<file path="config.mk">
export PLATFORM = sky130hd
export DESIGN_NAME = membus_arbiter
export DESIGN_NICKNAME = d
export VERILOG_FILES = /design/src/rtl/memarb_pkg.sv /design/src/rtl/blit_job_ctr.sv /design/src/rtl/cpu_starve.sv /design/src/rtl/grant_sel.sv /design/src/rtl/membus_arbiter.sv
export SDC_FILE = /design/constraint.sdc
export NUM_CORES = 1
export LEC_CHECK = 0
export ABC_AREA = 1
export BUFFER_PORTS_ARGS = -buffer_cell sky130_fd_sc_hd__buf_2
export CORE_ASPECT_RATIO = 0.75
export CORE_MARGIN = 5
export CORE_UTILIZATION = 46
export DETAILED_ROUTE_END_ITERATION = 16
export GPL_TIMING_DRIVEN = 0
export PLACE_DENSITY = 0.63
export SLEW_MARGIN = 30
export SYNTH_ARGS = -nofsm -noshare
export SYNTH_HDL_FRONTEND = slang
export SYNTH_SLANG_ARGS = --single-unit
</file>
<file path="constraint.sdc">
create_clock -name clk -period 5.07 [get_ports clk]
set_clock_uncertainty 0.2 [all_clocks]
set_input_delay 0.507 -clock clk [delete_from_list [all_inputs] [get_ports clk]]
set_output_delay 0.507 -clock clk [all_outputs]
set_load 0.02 [all_outputs]
</file>
<file path="src/rtl/memarb_pkg.sv">
package memarb_pkg;
  localparam int SRC_N   = 3;
  localparam int SRC_DSP = 0;
  localparam int SRC_BLT = 1;
  localparam int SRC_CPU = 2;
  typedef logic [SRC_N-1:0] grant_t;
endpackage

</file>
<file path="src/rtl/blit_job_ctr.sv">
module blit_job_ctr #(
  parameter int WORDS_W = 10,
  parameter int CHAN_N  = 4
) (
  input  logic               clk,
  input  logic               rst,
  input  logic               size_wr,
  input  logic [WORDS_W-1:0] size_words,
  input  logic [CHAN_N-1:0]  chan_en,
  input  logic               blt_take,
  output logic               busy,
  output logic               size_err
);
  localparam int CNT_W = $clog2(CHAN_N + 1);
  localparam int REM_W = WORDS_W + CNT_W;

  logic [CNT_W-1:0] chan_cnt;
  logic [REM_W-1:0] job_len, rem_q, rem_nxt;
  logic             busy_q, err_q;

  always_comb begin
    chan_cnt = '0;
    for (int i = 0; i < CHAN_N; i++)
      chan_cnt = chan_cnt + CNT_W'(chan_en[i]);
  end

  assign job_len = REM_W'(size_words) * REM_W'(chan_cnt);

  always_comb begin
    rem_nxt = rem_q;
    if (size_wr && !busy_q)
      rem_nxt = job_len;
    else if (blt_take && rem_q != '0)
      rem_nxt = rem_q - REM_W'(1);
  end

  always_ff @(posedge clk) begin
    if (rst) begin
      rem_q  <= '0;
      busy_q <= 1'b0;
      err_q  <= 1'b0;
    end else begin
      rem_q  <= rem_nxt;
      busy_q <= (rem_nxt != '0);
      err_q  <= size_wr && busy_q;
    end
  end

  assign busy     = busy_q;
  assign size_err = err_q;


  load_busy_chk: assert property (@(posedge clk) disable iff (rst)
    (size_wr && !busy && job_len != '0) |=> busy);

  step_down_chk: assert property (@(posedge clk) disable iff (rst)
    blt_take |=> (rem_q == $past(rem_q) - REM_W'(1)));

  wr_ignored_chk: assert property (@(posedge clk) disable iff (rst)
    (size_wr && busy && !blt_take) |=> (rem_q == $past(rem_q)));

  err_raise_chk: assert property (@(posedge clk) disable iff (rst)
    (size_wr && busy) |=> size_err);

  err_quiet_chk: assert property (@(posedge clk) disable iff (rst)
    !(size_wr && busy) |=> !size_err);

  take_busy_chk: assert property (@(posedge clk) disable iff (rst)
    blt_take |-> busy);
endmodule

</file>
<file path="src/rtl/cpu_starve.sv">
module cpu_starve #(
  parameter int LIMIT = 3
) (
  input  logic clk,
  input  logic rst,
  input  logic cpu_req,
  input  logic cpu_take,
  output logic elig,
  output logic starved
);
  localparam int CW = $clog2(LIMIT + 1);

  logic          armed_q;
  logic [CW-1:0] cnt_q;

  assign elig    = cpu_req && armed_q;
  assign starved = elig && (cnt_q >= CW'(LIMIT));

  always_ff @(posedge clk) begin
    if (rst) begin
      armed_q <= 1'b0;
      cnt_q   <= '0;
    end else begin
      armed_q <= cpu_req && !cpu_take;
      if (!elig || cpu_take)
        cnt_q <= '0;
      else if (cnt_q < CW'(LIMIT))
        cnt_q <= cnt_q + CW'(1);
    end
  end


  cnt_bound_chk: assert property (@(posedge clk) disable iff (rst)
    cnt_q <= CW'(LIMIT));

  setup_free_chk: assert property (@(posedge clk) disable iff (rst)
    cpu_take |=> !elig);
endmodule

</file>
<file path="src/rtl/grant_sel.sv">
module grant_sel
  import memarb_pkg::*;
(
  input  logic   dsp_slot,
  input  logic   blt_req,
  input  logic   busy,
  input  logic   hog,
  input  logic   cpu_elig,
  input  logic   cpu_starved,
  output grant_t pick
);
  logic blt_ok, cpu_forced, cpu_ok;

  assign blt_ok     = busy && blt_req;
  assign cpu_forced = cpu_starved && busy && !hog;
  assign cpu_ok     = cpu_elig && !(busy && hog);

  always_comb begin
    pick = '0;
    if (dsp_slot)        pick[SRC_DSP] = 1'b1;
    else if (cpu_forced) pick[SRC_CPU] = 1'b1;
    else if (blt_ok)     pick[SRC_BLT] = 1'b1;
    else if (cpu_ok)     pick[SRC_CPU] = 1'b1;
  end
endmodule

</file>
<file path="src/rtl/membus_arbiter.sv">
module membus_arbiter
  import memarb_pkg::*;
#(
  parameter int WORDS_W    = 10,
  parameter int CHAN_N     = 4,
  parameter int STARVE_LIM = 3
) (
  input  logic               clk,
  input  logic               rst,
  input  logic               dsp_slot,
  input  logic               blt_req,
  input  logic               cpu_req,
  input  logic               blt_hog,
  input  logic               size_wr,
  input  logic [WORDS_W-1:0] size_words,
  input  logic [CHAN_N-1:0]  chan_en,
  output logic [2:0]         grant,
  output logic               cpu_wait,
  output logic               blt_busy,
  output logic               size_err
);
  grant_t pick, grant_q;
  logic   cpu_elig, cpu_starved, wait_q;

  blit_job_ctr #(.WORDS_W(WORDS_W), .CHAN_N(CHAN_N)) u_job (
    .clk(clk), .rst(rst), .size_wr(size_wr), .size_words(size_words),
    .chan_en(chan_en), .blt_take(pick[SRC_BLT]),
    .busy(blt_busy), .size_err(size_err)
  );

  cpu_starve #(.LIMIT(STARVE_LIM)) u_starve (
    .clk(clk), .rst(rst), .cpu_req(cpu_req), .cpu_take(pick[SRC_CPU]),
    .elig(cpu_elig), .starved(cpu_starved)
  );

  grant_sel u_sel (
    .dsp_slot(dsp_slot), .blt_req(blt_req), .busy(blt_busy), .hog(blt_hog),
    .cpu_elig(cpu_elig), .cpu_starved(cpu_starved), .pick(pick)
  );

  always_ff @(posedge clk) begin
    if (rst) begin
      grant_q <= '0;
      wait_q  <= 1'b0;
    end else begin
      grant_q <= pick;
      wait_q  <= cpu_elig && !pick[SRC_CPU];
    end
  end

  assign grant    = grant_q;
  assign cpu_wait = wait_q;


  one_grant_chk: assert property (@(posedge clk) disable iff (rst)
    $onehot0(grant_q));

  idle_none_chk: assert property (@(posedge clk) disable iff (rst)
    (!dsp_slot && !(blt_req && blt_busy) && !cpu_req) |=> (grant_q == '0));

  dsp_wins_chk: assert property (@(posedge clk) disable iff (rst)
    dsp_slot |=> grant_q[SRC_DSP]);

  setup_skip_chk: assert property (@(posedge clk) disable iff (rst)
    (cpu_req && !cpu_elig) |=> !grant_q[SRC_CPU]);

  forced_cpu_chk: assert property (@(posedge clk) disable iff (rst)
    (!dsp_slot && blt_busy && !blt_hog && cpu_starved) |=> grant_q[SRC_CPU]);

  hog_lock_chk: assert property (@(posedge clk) disable iff (rst)
    (blt_hog && blt_busy) |=> !grant_q[SRC_CPU]);

  wait_flag_chk: assert property (@(posedge clk) disable iff (rst)
    !cpu_req |=> !cpu_wait);
endmodule

</file>
==> results summary <==
The flow ran to the end, and the final reports show no timing, DRC or antenna violations. The quantity of I/O buffers inserted on ports came out at 25. By count the netlist is led by sky130_fd_sc_hd__nand2_1, sky130_fd_sc_hd__inv_1, sky130_fd_sc_hd__nor2_1. The clock buffer count from CTS is 3. The total power came out at 0.0007404 W. The clock passes through at most 2 buffers.

During I/O placement, the number of pins put on the boundary was 27. The filler cell count came out at 540. The worst setup path is launched from a primary input. The number of setup violations in the final report is 0. The clock-pin slew on the worst setup and hold paths came out at about 0.09 ns.

After detailed routing, the number of remaining DRC violations is 0. The post-route fraction of the period consumed by the critical path is 83.35%. Entering global routing, the biggest net connects 14 pins.

The die covers 6531 sq um. The largest single stage delay on the critical path is 0.50 ns. The number of nets still failing antenna checks after routing came out at 0. The net count of the finished layout is approximately 450.

The DRC marker count from the first detailed-route iteration came out at 124. In this run the clock root is driven by a sky130_fd_sc_hd__clkbuf_8. The area taken by flip-flops and latches is around 440 sq um.

Summed over its instances, the top area cell type makes up between 10% and 20% of the synthesized netlist area. Detailed placement finished with a half-perimeter wire length of 4268 um. The most instantiated library cell after synthesis is sky130_fd_sc_hd__nand2_1. The number of distinct standard cells referenced by the synthesized netlist is 32. Yosys mapped a number of flops with a built-in enable equal to 0. The initial core utilization came out at 47.23%.

For the finished layout, the period the worst path requires is about 4.2 ns. The congestion estimate from routability-driven global placement came to about 0.84. The average footprint of a synthesized cell is 6.152 sq um. For the pin with the worst max-slew slack, the measured transition is 0.5333 ns. The routed design has roughly 5200 um of wire. The worst setup path is captured at a flop. The total routing resource utilization after global routing came out at about 17%. The class of the most critical hold timing path is in -> reg. Setup repair after global routing left no endpoint under its margin. The Yosys step of the flow raised 0 warnings. The timing-limited maximum frequency is around 240 MHz. The number of max-capacitance violations reported is 0. The share of flip-flops with an asynchronous set or reset after synthesis came out at 0%. The type of the worst setup path is in -> reg. The data required time at the worst endpoint is around 5 ns. The number of slew-limit violations in the final report is 0.

The first global-routing pass estimated between 9000 and 10000 um of wire. Global routing finished with a remaining overflow of 0. The routed length per placed instance is around 11 um.

The leakage power figure came out at between 1 and 1.5 nW. The core outline area came out at 4872 sq um. The most instantiated flip-flop cell in the synthesis netlist is sky130_fd_sc_hd__dfxtp_1. Dividing the detail-routed via count by the number of cells gives about 4.8.

The number of global-route vias before repair came out at approximately 2100. The maximum resistive drop on vdd is 0.0001438 V. The count of state elements after synthesis came out at 22. In this run the number of H-tree levels came out at 1. The number of nets in the synthesized netlist is about 420. For the worst-skew pair, the clock arrives at the later sink with an insertion delay of between 0.2 and 0.3 ns.

The number of buffers inserted by post-CTS setup repair came out at 0. The multi-input combinational cells in the finished layout cover a total of ~1600 sq um. Hold repair after CTS inserted 0 buffers. The number of gates resized after CTS was 0. The floorplan die width came out at about 92 um. For this run, the detailed router's first-pass iteration total came to 4.

The buffer and inverter count on the worst path came out at 7. The number of hold-slack violations in the final timing report is 0. The number of antenna violations at the first check in global routing came out at 0.

On the critical path the largest part of the delay comes from adder cells. The critical-path cell with the highest stage delay is sky130_fd_sc_hd__fa_1. The floorplan row count came out at 22. The critical path data arrival time is 4.17 ns. The share of cells above drive strength 1 came out at between 10% and 20%. The total instance count after detailed placement came out at between 400 and 500. The sequential area share after synthesis is between 10% and 20%. The power density over the cells is between 200 and 300 nW/um^2. The antenna cell count is 0.

The total negative setup slack came out at 0 ns. Sorting the synthesized cells by area gives the leading types as sky130_fd_sc_hd__dfxtp_1, sky130_fd_sc_hd__nand2_1, sky130_fd_sc_hd__inv_1, sky130_fd_sc_hd__fa_1, sky130_fd_sc_hd__ha_1. The remaining max-slew budget at the tightest pin is approximately 64%. The tree built by TritonCTS fans out to 22 sinks.

The gate count after technology mapping came out at roughly 370. The total via count after detailed routing came out at between 2000 and 2500. The growth of design area from synthesis to finish is 11.80%.

The netlist area before placement is 2301 sq um. TritonCTS built the clock tree. sky130_fd_sc_hd__dfxtp_1 takes more of the synthesized area than any other cell.

The overall die height is about 71 um. The number of standard cells in the layout, taps in and fillers out is roughly 460. The largest fanout on the critical path came out at 10.
[cell families (layout without fill, tap and decap cells)]
group	after synthesis	count (layout)	synth area share (%)
AOI/OAI and AO/OA	22	22	5.873
xor gates and xnor gates	5	5	1.904
adders and majority gates	26	26	17.40
buffers and inverters	77	106	13.27
DFF	22	22	19.14
muxes	1	1	0.4350
and+or+nand+nor	221	221	41.98
[power by group]
group / switching [W] / internal, W
Clock: 0.0000647 / 0.000106
Combinational: 0.000233 / 0.000132
Sequential: 0.0000166 / 0.000189
Total: 0.000314 / 0.000427
[worst register-to-register path, stage by stage, from the launching register on]
cell	delay (ns)
sky130_fd_sc_hd__dfxtp_1	0.45
sky130_fd_sc_hd__nor2_1	0.09
sky130_fd_sc_hd__inv_1	0.20
sky130_fd_sc_hd__buf_1	0.45
sky130_fd_sc_hd__nand3_1	0.18
sky130_fd_sc_hd__nand2_1	0.12
sky130_fd_sc_hd__nand2_1	0.06
sky130_fd_sc_hd__nor2_1	0.12
sky130_fd_sc_hd__nand2_1	0.10
sky130_fd_sc_hd__nor2_1	0.10
sky130_fd_sc_hd__nor2_1	0.04
[final cells by class]
class	instances	share of cell area, %
clock inverters	1	1.167
clock buffers	3	1.605
multi-input cells	275	60.46
repair buffers	25	4.864
plain buffers	8	1.800
inverters	69	10.07
flip-flops and latches	22	17.12
well taps	60	2.918
[worst paths after layout]
check,from,to,slack (ns),cells after the start
worst max-delay path,chan_en[1],u_job.busy,0.84,25
worst min-delay path,size_wr,u_job.size_err,0.26,3
worst max register to register,u_job.busy,u_job.busy,2.83,10
worst min register to register,u_starve.armed_q,u_starve.cnt_q[0],0.32,2
[placed cells by master, fill, tap and decap left out, types with 2 or more instances in the layout]
master,n
sky130_fd_sc_hd__nand2_1,115
sky130_fd_sc_hd__inv_1,67
sky130_fd_sc_hd__nor2_1,42
sky130_fd_sc_hd__nand3_1,36
sky130_fd_sc_hd__buf_2,26
sky130_fd_sc_hd__dfxtp_1,22
sky130_fd_sc_hd__ha_1,16
sky130_fd_sc_hd__a21oi_1,12
sky130_fd_sc_hd__fa_1,10
sky130_fd_sc_hd__nand4_1,8
sky130_fd_sc_hd__nor3_1,5
sky130_fd_sc_hd__nor2_2,4
sky130_fd_sc_hd__clkbuf_1,3
sky130_fd_sc_hd__nor2_4,3
sky130_fd_sc_hd__o21ai_0,3
sky130_fd_sc_hd__xor2_1,3
sky130_fd_sc_hd__clkbuf_8,3
sky130_fd_sc_hd__o21bai_1,2
sky130_fd_sc_hd__nand2_2,2
sky130_fd_sc_hd__buf_1,2
sky130_fd_sc_hd__nand2_4,2
sky130_fd_sc_hd__o21ai_1,2
sky130_fd_sc_hd__or2_2,2
sky130_fd_sc_hd__nand3b_1,2
sky130_fd_sc_hd__xnor2_1,2
[state kept, by name (all words and copies together), names as in the netlist]
register	flops
u_job.busy	1
grant	3
cpu_wait	1
u_job.size_err	1
u_job.rem_q	13
u_starve.armed_q	1
u_starve.cnt_q	2
[layer usage]
metal,share of wire [%],GRT usage (%),vias up,routed length (um)
met5,0,0,-,0
met4,0.25,2.341,0,13
met3,5.9,3.253,2,305
met2,40,25.59,35,2054
met1,54,26.13,992,2780
li1,-,-,1210,-
[through the flow]
| stage | area, sq um | hold slack, ns | setup slack (ns) | utilization [%] |
|---|---|---|---|---|
| 2_1_floorplan | 2301 | 0.2727 | 1.099 | - |
| 3_3_place_gp | 2501 | 0.2957 | 0.5483 | 51.34 |
| 3_5_place_dp | 2501 | 0.3096 | 0.5437 | 51.34 |
| 4_1_cts | 2572 | 0.2578 | 0.8054 | 52.80 |
| 5_1_grt | 2572 | 0.2789 | 0.4704 | 52.80 |
| 6_report | 2572 | 0.2625 | 0.8440 | 52.80 |
No activity file was read; power rests on OpenSTA's default activity.
